**config.mk**
```make
export PLATFORM = sky130hd
export DESIGN_NAME = mul_acc_unit
export DESIGN_NICKNAME = d
export VERILOG_FILES = /design/src/rtl/mul_acc_unit.sv
export SDC_FILE = /design/constraint.sdc
export NUM_CORES = 1
export LEC_CHECK = 0
export BUFFER_PORTS_ARGS = -buffer_cell sky130_fd_sc_hd__clkbuf_2
export CORE_MARGIN = 1.5
export CORE_UTILIZATION = 50
export DETAILED_ROUTE_END_ITERATION = 8
export PLACE_DENSITY_LB_ADDON = 0.2
export SLEW_MARGIN = 15
export SYNTH_ARGS = -nofsm -noshare
export SYNTH_HDL_FRONTEND = slang
export SYNTH_SLANG_ARGS = --single-unit
```
**constraint.sdc**
```tcl
create_clock -name clk -period 7.35 [get_ports clk]
set_clock_uncertainty 0.05 [all_clocks]
set_input_delay 1.1025 -clock clk [delete_from_list [all_inputs] [get_ports clk]]
set_output_delay 1.1025 -clock clk [all_outputs]
set_load 0.02 [all_outputs]
```
**src/rtl/mul_acc_unit.sv**
```systemverilog
module mul_acc_unit #(
  parameter int W  = 16,
  parameter int AW = 3
) (
  input  logic          clk,
  input  logic          rst_n,
  input  logic          bus_wr,
  input  logic [AW-1:0] bus_addr,
  input  logic [W-1:0]  bus_wdata,
  output logic [W-1:0]  bus_rdata
);
  localparam int PW = 2 * W;
  localparam logic [AW-1:0] A_OPB = AW'(4);
  localparam logic [AW-1:0] A_RLO = AW'(5);
  localparam logic [AW-1:0] A_RHI = AW'(6);
  localparam logic [AW-1:0] A_EXT = AW'(7);

  typedef enum logic [1:0] {MD_UMUL = 2'd0, MD_SMUL = 2'd1, MD_UMAC = 2'd2, MD_SMAC = 2'd3} mode_t;

  mode_t         mode_q;
  logic [W-1:0]  opa_q, opb_q, ext_q, ext_d;
  logic [PW-1:0] res_q;

  wire sgn = mode_q[0];
  wire acc = mode_q[1];
  wire wr_opa = bus_wr && (bus_addr < A_OPB);
  wire wr_opb = bus_wr && (bus_addr == A_OPB);
  wire wr_rlo = bus_wr && (bus_addr == A_RLO);
  wire wr_rhi = bus_wr && (bus_addr == A_RHI);

  logic signed [W:0]    sa, sb;
  logic signed [PW+1:0] pfull;
  logic [PW:0]          sum;

  assign sa    = {sgn & opa_q[W-1], opa_q};
  assign sb    = {sgn & bus_wdata[W-1], bus_wdata};
  assign pfull = sa * sb;
  assign sum   = {1'b0, (acc ? res_q : {PW{1'b0}})} + {1'b0, pfull[PW-1:0]};

  always_comb begin
    unique case (mode_q)
      MD_UMUL: ext_d = '0;
      MD_UMAC: ext_d = {{(W-1){1'b0}}, sum[PW]};
      default: ext_d = {W{sum[PW-1]}};
    endcase
  end

  always_ff @(posedge clk or negedge rst_n) begin
    if (!rst_n) begin
      mode_q <= MD_UMUL;
      opa_q  <= '0;
      opb_q  <= '0;
      res_q  <= '0;
      ext_q  <= '0;
    end else begin
      if (wr_opa) begin
        opa_q  <= bus_wdata;
        mode_q <= mode_t'(bus_addr[1:0]);
      end
      if (wr_opb) begin
        opb_q <= bus_wdata;
        res_q <= sum[PW-1:0];
        ext_q <= ext_d;
      end
      if (wr_rlo) res_q[W-1:0]  <= bus_wdata;
      if (wr_rhi) res_q[PW-1:W] <= bus_wdata;
    end
  end

  always_comb begin
    unique case (bus_addr)
      A_OPB:   bus_rdata = opb_q;
      A_RLO:   bus_rdata = res_q[W-1:0];
      A_RHI:   bus_rdata = res_q[PW-1:W];
      A_EXT:   bus_rdata = ext_q;
      default: bus_rdata = opa_q;
    endcase
  end

  AST_UMUL_EXT_ZERO: assert property (@(posedge clk) disable iff (!rst_n)
    (wr_opb && mode_q == MD_UMUL) |=> (ext_q == '0));
  AST_SMUL_EXT_SIGN: assert property (@(posedge clk) disable iff (!rst_n)
    (wr_opb && mode_q == MD_SMUL) |=> (ext_q == {W{res_q[PW-1]}}));
  AST_UMAC_EXT_BIT: assert property (@(posedge clk) disable iff (!rst_n)
    (wr_opb && mode_q == MD_UMAC) |=> (ext_q[W-1:1] == '0));
  AST_SMAC_EXT_SIGN: assert property (@(posedge clk) disable iff (!rst_n)
    (wr_opb && mode_q == MD_SMAC) |=> (ext_q == {W{res_q[PW-1]}}));
  AST_RES_HOLD: assert property (@(posedge clk) disable iff (!rst_n)
    !(wr_opb || wr_rlo || wr_rhi) |=> $stable(res_q));
  AST_EXT_HOLD: assert property (@(posedge clk) disable iff (!rst_n)
    !wr_opb |=> $stable(ext_q));
  AST_OPA_MODE: assert property (@(posedge clk) disable iff (!rst_n)
    wr_opa |=> (mode_q == mode_t'($past(bus_addr[1:0]))));
endmodule

```
* Word level (Yosys, flattened, before mapping)
Index checks and enable logic that the tools add are counted.
** Cells by class
- Add/sub/neg operators :: 1
- $mul :: 1
- Div/mod/pow operators :: 0
- Order comparisons :: 1
- Equality and inequality tests :: 5
- Shift operators :: 0
- Multiplexer cells :: 6
- Bitwise logic cells :: 2
- Reductions and logical operators :: 7
** Operators with widths (count)
- 32-bit 2-to-1 mux :: 2
- 16-bit one-hot mux with 4 select lines :: 1
- 32-bit by 32-bit adder with 33-bit output :: 1
- 17-bit by 17-bit multiplier with 32-bit output :: 1
- 16-bit 2-to-1 mux :: 2
- 16-bit one-hot mux with 2 select lines :: 1
- 3-bit == test, second input constant :: 4
- 1-bit logical AND :: 4
- 2-bit nonzero test :: 2
- 3-bit < comparator, second input constant :: 1
- 1-bit bitwise AND :: 2
- 2-bit == test, second input constant :: 1
- 2-bit zero test :: 1
** Storage, ports and cells
- Bits in registers :: 82
- Latch bits :: 0
- Bits in writable memories :: 0
- Bits in read-only memories :: 0
- Bits of input ports :: 22
- Output and inout bits :: 16
- Word-level logic and storage cells :: 29
- Memories kept :: 0

* Depth between registers and ports, before layout
Gate-level depths: netlist of run 1.
- Depth in word-level cells :: 5
- Mapped depth :: 33
- Gate-level depth less buffers :: 32

* Least setup slack after synthesis of run 1
No wires, ideal clock.
- Path kind :: input -> register
- From :: input port bus_wdata[9]
- To :: register ext_q[0]
- Setup time :: 136 ps
- Arrival :: 7869 ps
- Data required time :: 7164 ps
- Slack :: -705 ps
- Stages on the path :: 29
- Buffers on the path :: 3
- Cell sequence :: clkbuf_1 -> buf_1 -> nand2_1 -> fa_1 -> inv_1 -> fa_1 -> inv_1 -> fa_1 -> inv_1 -> fa_1 -> fa_1 -> inv_1 -> fa_1 -> inv_1 -> ha_1 -> a21oi_1 -> o21bai_1 -> a31oi_1 -> a21boi_0 -> o21bai_1 -> a21oi_1 -> xnor2_1 -> ha_1 -> clkbuf_1 -> or2_2 -> a21boi_0 -> nor2_2 -> a2111oi_4 -> o211ai_1
** On the way
- Word-level cells in the longest chain between the ends :: 3
** Ends and longest elaborated chain
- start, declared :: RTL line 9 : input logic [W-1:0] bus_wdata,
- 17-bit by 17-bit multiplier with 32-bit output :: RTL line 37 : assign pfull = sa * sb;
- 32-bit by 32-bit adder with 33-bit output :: RTL line 38 : assign sum = {1'b0, (acc ? res_q : {PW{1'b0}})} + {1'b0, pfull[PW-1:0]};
- 16-bit one-hot mux with 2 select lines :: RTL line 41 : unique case (mode_q)
- end signal, assigned :: RTL line 63 : ext_q <= ext_d;
- end, declared :: RTL line 21 : logic [W-1:0] opa_q, opb_q, ext_q, ext_d;
No other way between the ends.
A chain may end at the register's enable or synchronous reset.

* Final worst setup path of run 1
- From :: input port bus_wdata[5]
- To :: register ext_q[0]
The elaborated chain is that of the path after synthesis.

==> impl_metrics.yaml, run 1 <==
global_route:
  antenna_found_initial: 1
  overflow: 0
  grt_pass1_vias: 14100
  grt_max_degree: 69
  grt_pass1_wl_um: 75000
  grt_usage_pct: 29.6
hold_path:
  min-delay-path-class: "register to register"
  worstHoldEndpoint: "opb_q[5]$_DFFE_PN0P_"
  hold_depth: 2
  worstHoldStart: "opb_q[5]$_DFFE_PN0P_"
status:
  violations: "setup timing"
  outcome: "finished, violations left"
floorplanning:
  fp.coreArea_um2: 30800
  pin_count: 38
  dieArea_um2: 32700
  row_count: 64
  initial_core_util_pct: 51.2
  dieWidth_um: 181
  fp.dieH_um: 181
clocking:
  h-tree-depth: 3
  clkTransAtPathRegs_ps: 60
  cts_buffers: 9
  ctsRootBufferMaster: "clkbuf_16"
  clk_path_buf_depth: 2
  clock_sinks: 68
  clk_latency_ps: 350
  postCtsHoldBufs: 0
  cts_tree: "built"
synth:
  netlist_instances: 1820
  yosysWarnings: 0
  synth.cell_area_um2: 15800
  synth-edff-count: 0
  synthFlopType: "dfrtp_1"
  syn_area_per_cell_um2: 8.68
  ys_types: 64
  synth_nets: 2239
  postSynth.asyncResetShare_pct: 100
  ys_ff_latch: 68
  ys_seq_area_share_pct: 10.8
worst_setup_path:
  r2r-start: "mode_q[0]$_DFFE_PN0P_"
  r2r-end: "res_q[30]$_DFFE_PN0P_"
  critPathSlowestCell: "fa_1"
  crit_required_ps: 7530
  path_common_cell: "fa_1"
  cp_data_arrival_time_ps: 7710
  worstPathMaxFanout: 6
  slowest_delay_ps: 530
  reg2reg_setup_slack_ps: -50
  critPathCaptureType: "register"
  crit_path_start: "bus_wdata[5]"
  startpoint_type: "input pin"
  reg2reg_depth: 28
  critical_path_class: "input pin to register"
timing:
  min_period_ps: 7540
  worst_slack_ps: -189
  hold_violations: 0
  tightest_slew_ps: 1210
  max-slew-margin-rel_pct: 18.8
  period_share_pct: 103
  rsz0062_at_grt: "true"
  fmax_mhz: 133
  slew_viol_final: 0
  setup_violations: 14
routing:
  vias: 13300
  route.antenna.remaining_nets: 0
  drt-wirelength-per-cell_um: 19.1
  routed_wl_um: 46300
  vias_per_cell: 5.47
  first_pass_iters: 5
  drc: 0
  drt_iter0_drc: 767
placed_design:
  dp_hpwl_um: 37800
  port_buffers: 37
  placed_cell_area_um2: 18100
  gp_congestion: 0.908
finish:
  syn_to_final_growth_pct: 21.7
  drive_gt1_share_pct: 23.1
  layout_common_cells: "inv_1 (322), fa_1 (276), buf_4 (239)"
  nets: 2443
  final_area_um2: 19200
  final_common_cell: "inv_1"
run:
  cap_violations: 0
==> final cells by class <==
class | instances | area [um^2]
Inverter | 329 | 1230
Timing Repair Buffer | 289 | 2300
Multi-Input combinational cell | 1327 | 13200
Clock buffer | 9 | 225
Antenna cell | 1 | 2.50
Sequential cell | 68 | 1700
Tap cell | 396 | 495
Clock inverter | 7 | 82.6
Fill cell | 2601 | 11600
==> flip-flops by register name, summed over array words and instances, names as in the netlist <==
signal / cells
opa_q: 16
ext_q: 2
opb_q: 16
mode_q: 2
res_q: 32
==> critical path: cells and delay by family <==
kind                     cells  cell delay (ps)
adder cells (fa/ha/maj)      8             3560
multiplexers                 1              250
XOR/XNOR                     1              220
AO/OA/AOI/OAI                9             1430
buffers and inverters        5              330
AND/OR/NAND/NOR              5              800
==> Yosys cell counts, drive strengths merged, types with 7 or more instances <==
master	instances	area, um^2
xnor2	43	377
a31oi	8	56.3
buf	10	42.5
mux2	18	203
o21bai	13	97.6
and3	18	113
dfrtp	68	1700
o21ai	51	255
a211oi	9	85.1
a21o	21	159
fa	283	5670
clkbuf	86	323
a22oi	13	97.6
o211ai	7	67.6
and2	168	1050
inv	329	1230
xor2	16	140
mux2i	24	240
nor2	86	325
ha	114	1430
nand3	16	80.1
nand2	236	886
a21oi	98	498
or2	9	58.8
nand2b	10	62.6
==> what timing repair did <==
item | in CTS | in global routing
gates cloned | 1 | 0
setup buffers | 24 | 6
pin swaps | 76 | 39
endpoints found under the setup margin | 16 | 19
gates resized for setup | 85 | 50
==> kinds of logic after synthesis <==
logic type | count (synthesis) | synth area share [%]
fa+ha+maj | 397 | 44.9
compound gates | 257 | 10.5
mux | 43 | 2.95
buf+inv | 425 | 10.1
simple gates | 571 | 17.5
flops | 68 | 10.8
xor+xnor | 59 | 3.27
==> stage by stage <==
step / setup TNS [ps] / setup WS (ps) / std cells / utilization, % / hold slack, ps
5_1_grt: -5290 / -397 / 2426 / 62.4 / 453
2_1_floorplan: -47.8 / -43.2 / 1820 / - / 391
3_5_place_dp: -9320 / -756 / 2378 / 58.6 / 412
4_1_cts: -233 / -111 / 2419 / 61.5 / 427
6_report: -1660 / -189 / 2426 / 62.4 / 428
3_3_place_gp: -8110 / -698 / 2378 / 58.6 / 407
==> routing by layer <==
metal | global-route usage (%) | up-vias | wire, um
li1 | - | 6042 | -
met1 | 39.0 | 6737 | 19400
met2 | 49.0 | 372 | 22500
met3 | 5.24 | 115 | 2550
met4 | 10.8 | 0 | 1830
met5 | 0 | - | 0
==> worst max-delay path by stage <==
stage	to	slack, ps
3_5_place_dp	res_q[26]$_DFFE_PN0P_	-760
3_3_place_gp	res_q[26]$_DFFE_PN0P_	-700
5_1_grt	ext_q[0]$_DFFE_PN0P_	-400
2_1_floorplan	ext_q[0]$_DFFE_PN0P_	-40
6_report	ext_q[0]$_DFFE_PN0P_	-190
4_1_cts	ext_q[0]$_DFFE_PN0P_	-110
Power of run 1 is left out: the tool's default activity adds up to more than one toggle a clock period on the data nets, which glitch-free logic cannot reach.
==> run 2: changes to the inputs <==
- CORE_UTILIZATION: 50 -> 55
==> impl_metrics.yaml, run 2 (synthesis results as in run 1) <==
placed_design:
  dp_hpwl_um: 36600
  gp_congestion: 0.981
  place_inst: 2366
  place_ws_ps: -843
  port_buffers: 37
timing:
  min_period_ps: 7760
  fmax_mhz: 129
  rsz0062_at_grt: "true"
  setup_violations: 13
  period_share_pct: 106
  hold_violations: 0
  worst_slack_ps: -406
  tightest_slew_ps: 1270
  max-slew-margin-rel_pct: 14.7
  slew_viol_final: 0
clocking:
  cts_tree: "built"
  h-tree-depth: 3
  postCtsHoldBufs: 0
  cts_buffers: 9
  ctsRootBufferMaster: "clkbuf_16"
  clk_latency_ps: 340
  clk_path_buf_depth: 2
  clock_sinks: 68
  clkTransAtPathRegs_ps: 60
routing:
  vias: 13200
  routed_wl_um: 44900
  route.antenna.remaining_nets: 0
  vias_per_cell: 5.51
  drt-wirelength-per-cell_um: 18.7
  first_pass_iters: 5
  drt_iter0_drc: 921
  drc: 0
floorplanning:
  pin_count: 38
  row_count: 61
  dieWidth_um: 172
  fp.coreArea_um2: 28000
  initial_core_util_pct: 56.4
  dieArea_um2: 29700
  fp.dieH_um: 172
finish:
  syn_to_final_growth_pct: 21.4
  fill_cells: 2236
  top_regs: "res_q x32, opa_q x16, opb_q x16"
  nets: 2435
  drive_gt1_share_pct: 22.7
  antenna_cells: 0
  seq_area_um2: 1700
  multi_input_area_um2: 13200
  largest_register_ffs: 32
  max_flop_register: "res_q"
  final_common_cell: "inv_1"
  fin_cells: 2399
  layout_common_cells: "inv_1 (320), fa_1 (277), nand2_1 (229)"
global_route:
  antenna_found_initial: 1
  grt_max_degree: 69
  grt_usage_pct: 32.0
  overflow: 0
  grt_pass1_vias: 13900
  grt_pass1_wl_um: 72100
worst_setup_path:
  reg2reg_setup_slack_ps: -220
  critPathCaptureType: "register"
  slowest_delay_ps: 550
  critPathSlowestCell: "fa_1"
  r2r-end: "res_q[30]$_DFFE_PN0P_"
  cp_data_arrival_time_ps: 7910
  startpoint_type: "input pin"
  r2r-start: "opa_q[1]$_DFFE_PN0P_"
  crit_required_ps: 7510
  reg2reg_depth: 29
  worstPathMaxFanout: 7
  critical_path_class: "input pin to register"
  path_common_cell: "fa_1"
hold_path:
  worstHoldStart: "opb_q[15]$_DFFE_PN0P_"
  worstHoldEndpoint: "opb_q[15]$_DFFE_PN0P_"
  hold_depth: 2
  min-delay-path-class: "register to register"
status:
  outcome: "finished, violations left"
  violations: "setup timing"
run:
  cap_violations: 0
run 2: layout make-up:
class                      instances  area share (%)
timing repair buffer             281            11.7
inverter                         329            6.44
tap                              378            2.47
sequential                        68            8.88
clock inverter                     6           0.496
clock buffer                      10            1.25
multi-input combinational       1327            68.8
run 2: what timing repair did:
item                                    in CTS  in global routing
pin swaps                                   43                 44
gates resized for setup                     56                 68
endpoints found under the setup margin      17                 19
setup buffers                                9                  9
run 2: metal layers:
| metal | up-vias | share of wire (%) | track usage, % |
|---|---|---|---|
| li1 | 6036 | - | - |
| met5 | - | 0 | 0 |
| met4 | 0 | 3.8 | 11.3 |
| met2 | 423 | 49 | 53.4 |
| met1 | 6657 | 41 | 42.3 |
| met3 | 92 | 6.5 | 5.17 |
run 2: metrics by stage:
stage          cell area (um^2)  setup TNS (ps)  hold WS (ps)  util [%]
2_1_floorplan             16100           -47.8           391         -
3_3_place_gp              18200           -9630           408      64.8
3_5_place_dp              18200          -11530           412      64.8
4_1_cts                   18700           -1490           428      66.9
5_1_grt                   19200           -7390           462      68.4
6_report                  19200           -2480           425      68.4
run 2: worst max-delay path by stage:
stage | start | to | slack [ps]
after floorplan | bus_wdata[6] | ext_q[0]$_DFFE_PN0P_ | -40
after global placement | bus_wdata[6] | res_q[26]$_DFFE_PN0P_ | -810
after detailed placement | bus_wdata[6] | res_q[30]$_DFFE_PN0P_ | -840
after CTS | bus_wdata[5] | res_q[30]$_DFFE_PN0P_ | -270
after global routing | bus_wdata[5] | res_q[30]$_DFFE_PN0P_ | -690
final | bus_wdata[5] | res_q[30]$_DFFE_PN0P_ | -410
run 2: worst max-delay path: cells and delay by family:
family / cells / cell delay, ps
fa+ha+maj: 8 / 3530
compound gates: 6 / 1070
simple gates: 6 / 930
buf+inv: 8 / 860
mux: 1 / 230
xor+xnor: 1 / 170
Power of run 2 is left out for the same reason.
